--- src/rtl/beat_harv_pkg.sv ---
`timescale 1ns/1ps
package beat_harv_pkg;

  // Next value of the interval counter: restart on a beat, else count up and stick at the top.
  function automatic int unsigned next_count(input int unsigned cur,
                                             input int unsigned top,
                                             input bit          restart);
    if (restart)     return 0;
    if (cur >= top)  return top;
    return cur + 1;
  endfunction

  // Number of bits still to send after one shift.
  function automatic int unsigned after_shift(input int unsigned left);
    return (left == 0) ? 0 : left - 1;
  endfunction

endpackage

--- src/rtl/beat_sampler.sv ---
`timescale 1ns/1ps
module beat_sampler #(
  parameter int SYNC_STAGES = 2
) (
  input  logic clk_slow,
  input  logic rst_n,
  input  logic clk_fast,
  output logic beat_pulse
);
  localparam int CHAIN_W = SYNC_STAGES + 1;   // synchronizer plus edge flop

  logic               beat_raw;
  logic [CHAIN_W-1:0] chain_q;

  // Beat detector: slower clock samples the faster one.
  always_ff @(posedge clk_slow or negedge rst_n) begin
    if (!rst_n) beat_raw <= 1'b0;
    else        beat_raw <= clk_fast;
  end

  always_ff @(posedge clk_slow or negedge rst_n) begin
    if (!rst_n) chain_q <= '0;
    else        chain_q <= {chain_q[CHAIN_W-2:0], beat_raw};
  end

  assign beat_pulse = chain_q[SYNC_STAGES-1] & ~chain_q[SYNC_STAGES];

  // a beat pulse never lasts two cycles
  assert_pulse_single_R2: assert property (@(posedge clk_slow) disable iff (!rst_n)
    beat_pulse |=> !beat_pulse);
endmodule

--- src/rtl/interval_counter.sv ---
`timescale 1ns/1ps
module interval_counter #(
  parameter int CNT_W    = 8,
  parameter int OUT_BITS = 3
) (
  input  logic                clk,
  input  logic                rst_n,
  input  logic                beat_pulse,
  output logic [OUT_BITS-1:0] peak_bits,
  output logic                sat_flag
);
  localparam logic [CNT_W-1:0] CNT_TOP = {CNT_W{1'b1}};

  logic [CNT_W-1:0] cnt_q;
  logic             at_top;

  assign at_top    = (cnt_q == CNT_TOP);
  assign peak_bits = cnt_q[OUT_BITS-1:0];

  always_ff @(posedge clk or negedge rst_n) begin
    if (!rst_n) begin
      cnt_q    <= '0;
      sat_flag <= 1'b0;
    end else begin
      cnt_q <= CNT_W'(beat_harv_pkg::next_count(32'(cnt_q), 32'(CNT_TOP), beat_pulse));
      if (beat_pulse) sat_flag <= at_top;
    end
  end

  // cleared after every beat
  assert_clear_R3: assert property (@(posedge clk) disable iff (!rst_n)
    beat_pulse |=> (cnt_q == '0));
  // holds at the ceiling
  assert_no_wrap_R3: assert property (@(posedge clk) disable iff (!rst_n)
    (at_top && !beat_pulse) |=> at_top);
  // steps by one below the ceiling
  assert_step_R3: assert property (@(posedge clk) disable iff (!rst_n)
    (!at_top && !beat_pulse) |=> (cnt_q == $past(cnt_q) + 1'b1));
  // flag only changes right after a pulse
  assert_sat_hold_R7: assert property (@(posedge clk) disable iff (!rst_n)
    !beat_pulse |=> $stable(sat_flag));
endmodule

--- src/rtl/bit_serializer.sv ---
`timescale 1ns/1ps
module bit_serializer #(
  parameter int OUT_BITS = 3
) (
  input  logic                clk,
  input  logic                rst_n,
  input  logic                load_req,
  input  logic [OUT_BITS-1:0] load_bits,
  output logic                rnd_bit,
  output logic                rnd_valid,
  output logic                overrun
);
  localparam int LEFT_W = $clog2(OUT_BITS + 1);

  logic [OUT_BITS-1:0] shreg_q;
  logic [LEFT_W-1:0]   left_q;
  logic                busy;
  logic                accept;
  logic                drop;

  assign busy      = (left_q != '0);
  assign accept    = load_req && !busy;
  assign drop      = load_req && busy;
  assign rnd_valid = busy;
  assign rnd_bit   = shreg_q[OUT_BITS-1];

  always_ff @(posedge clk or negedge rst_n) begin
    if (!rst_n) begin
      shreg_q <= '0;
      left_q  <= '0;
      overrun <= 1'b0;
    end else begin
      if (accept) begin
        shreg_q <= load_bits;
        left_q  <= LEFT_W'(OUT_BITS);
      end else begin
        shreg_q <= {shreg_q[OUT_BITS-2:0], 1'b0};
        left_q  <= LEFT_W'(beat_harv_pkg::after_shift(32'(left_q)));
      end
      if (drop) overrun <= 1'b1;
    end
  end

  // an accepted peak starts on the next cycle
  assert_start_R5: assert property (@(posedge clk) disable iff (!rst_n)
    accept |=> rnd_valid);
  // a group is not cut short
  assert_run_R5: assert property (@(posedge clk) disable iff (!rst_n)
    (busy && left_q > 1) |=> rnd_valid);
  // dropping a peak raises overrun
  assert_drop_R6: assert property (@(posedge clk) disable iff (!rst_n)
    drop |=> overrun);
  // overrun is sticky
  assert_sticky_R6: assert property (@(posedge clk) disable iff (!rst_n)
    overrun |=> overrun);
endmodule

--- src/rtl/beat_harvester.sv ---
`timescale 1ns/1ps
module beat_harvester #(
  parameter int CNT_W       = 8,
  parameter int SYNC_STAGES = 2
) (
  input  logic clk_slow,
  input  logic clk_fast,
  input  logic rst_n,
  output logic rnd_bit,
  output logic rnd_valid,
  output logic overrun,
  output logic sat_flag
);
  localparam int OUT_BITS = 3;

  logic                beat_pulse;
  logic [OUT_BITS-1:0] peak_bits;

  beat_sampler #(.SYNC_STAGES(SYNC_STAGES)) u_sampler (
    .clk_slow  (clk_slow),
    .rst_n     (rst_n),
    .clk_fast  (clk_fast),
    .beat_pulse(beat_pulse)
  );

  interval_counter #(.CNT_W(CNT_W), .OUT_BITS(OUT_BITS)) u_counter (
    .clk       (clk_slow),
    .rst_n     (rst_n),
    .beat_pulse(beat_pulse),
    .peak_bits (peak_bits),
    .sat_flag  (sat_flag)
  );

  bit_serializer #(.OUT_BITS(OUT_BITS)) u_serial (
    .clk      (clk_slow),
    .rst_n    (rst_n),
    .load_req (beat_pulse),
    .load_bits(peak_bits),
    .rnd_bit  (rnd_bit),
    .rnd_valid(rnd_valid),
    .overrun  (overrun)
  );

  // nothing is presented on the cycle after reset release
  assert_reset_quiet_R1: assert property (@(posedge clk_slow) disable iff (!rst_n)
    $rose(rst_n) |-> (!rnd_valid && !overrun && !sat_flag));
endmodule

--- config.mk ---
export PLATFORM = sky130hd
export DESIGN_NAME = beat_harvester
export DESIGN_NICKNAME = d
export VERILOG_FILES = /design/src/rtl/beat_harv_pkg.sv /design/src/rtl/beat_sampler.sv /design/src/rtl/interval_counter.sv /design/src/rtl/bit_serializer.sv /design/src/rtl/beat_harvester.sv
export SDC_FILE = /design/constraint.sdc
export NUM_CORES = 1
export LEC_CHECK = 0
export BUFFER_PORTS_ARGS = -buffer_cell sky130_fd_sc_hd__buf_2
export CORE_UTILIZATION = 49
export CTS_CLUSTER_DIAMETER = 50
export CTS_CLUSTER_SIZE = 8
export DETAILED_ROUTE_END_ITERATION = 6
export GPL_TIMING_DRIVEN = 0
export MAX_ROUTING_LAYER = met4
export PLACE_DENSITY = 0.81
export SETUP_SLACK_MARGIN = 0.02
export SLEW_MARGIN = 20
export SYNTH_ARGS = -nofsm -noshare
export SYNTH_HDL_FRONTEND = slang
export SYNTH_SLANG_ARGS = --single-unit
--- constraint.sdc ---
create_clock -name clk_slow -period 1.4 [get_ports clk_slow]
set_input_delay 0.07 -clock clk_slow [delete_from_list [all_inputs] [get_ports clk_slow]]
set_output_delay 0.07 -clock clk_slow [all_outputs]
set_load 0.01 [all_outputs]
* Word-level counts from Yosys, hierarchy flattened
Cells that the tools add are included.
** Word-level totals
- Register bits :: 19
- Bits of input ports :: 3
- Output and inout bits :: 4
- Word-level logic and storage cells :: 27
** Operators by class
- Add/subtract/negate cells :: 2
- Order comparisons :: 1
- Equality and inequality tests :: 1
- Mux-type cells :: 9
- Bitwise logic cells :: 2
- Reductions and logical operators :: 5
** Operators with widths (count)
- $mux 8 :: 3
- $add 8x1->8 const B :: 1
- $eq 8x8->1 const B :: 1
- $ge 8x8->1 const B :: 1
- $mux 2 :: 2
- $mux 1 :: 3
- $mux 3 :: 1
- $logic_and 1x1->1 :: 2
- $logic_not 2->1 :: 1
- $reduce_bool 2->1 :: 1
- $sub 2x1->2 const B :: 1
- $and 1x1->1 :: 1
- $logic_not 1->1 :: 1
- $not 1->1 :: 1

* Depth between registers and ports, before layout
- Word-level depth :: 6
- Mapped depth :: 5
- Mapped depth without buffers :: 4

* Hierarchy
From an unflattened synthesis, not the netlist that was laid out.
** Second synthesis, totals
- Cell total of the unflattened synthesis :: 67
- Area, all modules :: 793.3 um2
** By module, submodules not included
- interval_counter :: times used 1, cells an instance 47, area each 452.9 um2, sequential area each 225.2 um2
- bit_serializer :: times used 1, cells an instance 15, area each 226.5 um2, sequential area each 150.1 um2
- beat_sampler :: times used 1, cells an instance 5, area each 113.9 um2, sequential area each 100.1 um2

* Least setup slack after synthesis
No wires, ideal clock.
- Path kind :: flip-flop to flip-flop
- Start point :: reg u_counter.cnt_q[0]
- End point :: reg u_counter.cnt_q[7]
- Library setup time :: 0.134 ns
- Arrival :: 1.306 ns
- Data required time :: 1.266 ns
- Path slack :: -0.040 ns
- Cell stages (with the launch flop) :: 6
- Buffers on the path :: 1
- Period minus slack after synthesis :: 1.440 ns
- Cell sequence :: dfrtp_1 > ha_1 > and3_2 > buf_6 > nor4b_1 > nor3b_1
** Between the ends
- Word-level cells in the longest chain between the ends :: 5
- Elaborated cells on any way between the ends :: 7
- Classes of those cells :: 1 x add/sub; 1 x order compare; 5 x mux
** Ends and longest elaborated chain
- start, declared :: line interval_counter.sv:14 : logic [CNT_W-1:0] cnt_q;
- start signal, assigned :: line interval_counter.sv:25 : cnt_q <= CNT_W'(beat_harv_pkg::next_count(32'(cnt_q), 32'(CNT_TOP), beat_pulse));
- $ge 8x8->1 :: line beat_harv_pkg.sv:9 : if (cur >= top) return top;
- $mux 1 (2 in a row) :: line beat_harv_pkg.sv:9
- $mux 8 * :: line beat_harv_pkg.sv:10 : return cur + 1;
- $mux 8 * :: line beat_harv_pkg.sv:9
Mark *: on every way between the ends. The rest lies on a longest branch, timed or not. The select of a mux whose other input is x is not followed.
A chain may end at the register's enable or synchronous reset.

* Worst setup path after layout
- Start point :: reg u_serial.left_q[0]
- End point :: reg u_serial.shreg_q[2]
** Between the ends
- Word-level cells in the longest chain between the ends :: 4
** Ends and longest elaborated chain
- start, declared :: line bit_serializer.sv:16 : logic [LEFT_W-1:0] left_q;
- start signal, assigned :: line bit_serializer.sv:35 : left_q <= LEFT_W'(OUT_BITS);
- start signal, assigned :: line bit_serializer.sv:38 : left_q <= LEFT_W'(beat_harv_pkg::after_shift(32'(left_q)));
- $reduce_bool 2->1 :: line bit_serializer.sv:21 : assign busy = (left_q != '0);
- $logic_not 1->1 :: line bit_serializer.sv:22 : assign accept = load_req && !busy;
- $logic_and 1x1->1 :: line bit_serializer.sv:22
- $mux 3 :: line bit_serializer.sv:33 : if (accept) begin
- end signal, assigned :: line bit_serializer.sv:34 : shreg_q <= load_bits;
- end signal, assigned :: line bit_serializer.sv:37 : shreg_q <= {shreg_q[OUT_BITS-2:0], 1'b0};
- end, declared :: line bit_serializer.sv:15 : logic [OUT_BITS-1:0] shreg_q;
Every way passes these cells.

==> metrics.txt <==
Synth area leaders=dfrtp_1, a21oi_1, mux2_2; DR WL/cell=14.0 um; synthesized area per cell=12.3 um^2; final wirelength=1300 um; Setup crit end kind=flop; pwr dens=around 1300 mW/mm^2; clk_lat worst skew=290 ps; total power draw=0.00117 W; # rows=13; RSZ-0062 raised after global routing=no; largest net degree at the start of global routing=20; Final nets=83; Layout area overhead=19.2%; clock power share=0.227; worst setup path endpoint=u_serial.shreg_q[2]; worst hold path class=primary input to async pin; r2r startpoint=u_serial.left_q[0]; vias per inst=approximately 5.5; register area share after synthesis=0.624; DIE AREA=around 0.0017 mm^2; Starting Density=0.558; cell internal pwr=about 0.00085 W; net switching power=0.000323 W; Num Clock Sinks=19; post-route minimum period=1300 ps; Logic pwr share=0.205; Final GP Congestion=about 0.78; Ant. Diodes=0; Peak supply drop=0.781 mV; number of max-cap violations=0; min setup slack post-route=~100 ps; worst path cell trace=or2_4, nor2_4, mux2_2; Distinct cells, synth=27; vias in the first global route=513; post-synth top area share=0.624; I/O pins=7; Max Freq=771 MHz; share of layout cells above drive strength 1=0.295; via count=515; GRT overflow=0; cells after synthesis=62; Post-Syn Area=~760 um^2; clk slew on worst S/H paths=100 ps; global-route wire length before repair=2330 um; Port Buffer Count=6; Net Count, Synth=66; Die Ht=just over 40 um; CTS max path bufs=2; Finished Core Util=0.665; Worst Path Max Fanout=4; commonest non-fill, non-tap cell in the layout=dfrtp_1; CTS Buf Count=3; status=finished clean; Critical-path top delay cell=dfrtp_1; Synth Register Bits=19; Final Slew Violations=0; Crit Path Category=flop to flop; CTS root buf=clkbuf_4; Post-Place Cell Area=820 um^2; Arr. time, crit path=between 1000 and 1500 ps; dominant cell type by area after synthesis=dfrtp_1; fillcell total=111; Worst Setup Start Kind=flop; Hold Fails Final Rpt=0; Clock Skews=about 4.5 ps; initial antenna violation count=0; H-tree levels=1; Worst path max stage delay=410 ps; Slew headroom=0.704; dpl hpwl=840 um; Place WS=-55.8 ps; Leak Pwr=between 0.4 and 0.5 nW; final instance area=908 um^2; DRC viols=0; yosys warns=0; most frequent cells in the layout=dfrtp_1, buf_2, a21oi_1, buf_4; Core Area=0.00137 mm^2; DR iter-0 viols=2; CTS tree=done; Final Cycle Share=0.927; RR Endpoint=u_serial.shreg_q[2]; Seq pwr share=0.568; r2r worst-path depth=3; Switching Fraction=0.276; WP data required=1580 ps; Worst-Margin Slew=445 ps; Detailed Routing Iterations Pass 1=3; Total GRT Usage=0.192; crit path from=u_serial.left_q[0]; Final setup viols=0; Die W=approximately 41 um; reg2reg setup slack=~100 ps; Routed Antenna Nets=0
==> per-stage QoR <==
step	cells	hold WS [ps]	TNS [ps]
after detailed placement	83	24.7	-67.9
after global routing	93	265	0
after CTS	92	240	0
after global placement	83	21.9	-25.5
after floorplan	62	-226	0
final	93	231	0
==> state kept, by name, indices dropped and copies added (netlist names) <==
| name | flops |
|---|---|
| u_serial.shreg_q | 3 |
| u_counter.cnt_q | 8 |
| u_serial.overrun | 1 |
| u_counter.sat_flag | 1 |
| u_sampler.chain_q | 3 |
| u_serial.left_q | 2 |
| u_sampler.beat_raw | 1 |
==> layout make-up <==
cell class                      instances  area [um^2]  area share
Sequential cell                        19          475       0.523
Tap cell                               15         18.8      0.0207
Buffer                                  1         3.75     0.00413
Timing Repair Buffer                   13         87.6      0.0964
Multi-Input combinational cell         40          293       0.322
Clock buffer                            4         26.3      0.0289
Inverter                                1         3.75     0.00413
==> repair_timing <==
| item | 4_1_cts | 5_1_grt |
|---|---|---|
| resized for setup | 1 | 2 |
| buffers inserted | 3 | 2 |
| hold endpoints to repair | 20 | 0 |
| hold buffers | 2 | 0 |
| setup endpoints to repair | 2 | 3 |
| pin swaps | 1 | 4 |
==> metal layers <==
layer,vias to the layer above,routed length [um],track usage
met5,-,0,-
met4,0,40,0.116
met3,5,34,0.0391
met2,8,601,0.278
met1,251,625,0.250
li1,251,-,-
==> worst min path at each step <==
stage	start	end	slack [ps]	depth (start not counted)
final	rst_n	u_serial.overrun	230	2
after global routing	rst_n	u_counter.cnt_q[7]	260	2
after CTS	rst_n	u_counter.cnt_q[6]	240	2
after detailed placement	rst_n	u_counter.cnt_q[3]	20	1
after global placement	rst_n	u_counter.cnt_q[3]	20	1
after floorplan	rst_n	u_counter.cnt_q[0]	-230	0
==> worst max-delay path, delay by kind of cell, from the launching register on <==
| family | cells | cell delay [ps] |
|---|---|---|
| and+or+nand+nor | 2 | 430 |
| DFF | 1 | 410 |
| muxes | 1 | 360 |
==> power by group through the flow <==
stage	Combinational, W	Clock (W)	Sequential [W]
2_1_floorplan	0.000115	0	0.000676
3_5_place_dp	0.000162	0	0.000687
6_report	0.000240	0.000267	0.000666
5_1_grt	0.000265	0.000302	0.000673
4_1_cts	0.000214	0.000277	0.000666
3_3_place_gp	0.000157	0	0.000683
==> synth_stat cells <==
cell type and number:
xnor2_1 1, nor3b_1 1, buf_6 1, and2_1 1, nand4_2 1, nand2_1 2
a21o_1 2, inv_1 1, nor2_4 1, ha_1 1, mux2_2 2, nor4b_1 1
o21bai_1 1, dfrtp_1 19, and4_1 2, nor2_1 3, nor2b_1 3, or2_2 1
or3_1 1, and3_2 1, nand3_1 1, a31oi_1 3, o21ai_0 3, clkbuf_1 1
nand2b_1 1, a21oi_1 5, nor3_1 2
==> logic make-up after synthesis <==
kind of cell	synth area share
buf+inv	0.0246
flops	0.624
xor+xnor	0.0115
simple gates	0.187
fa+ha+maj	0.0164
compound gates	0.107
mux	0.0296
Note: power is estimated with default switching activity, not from simulation.
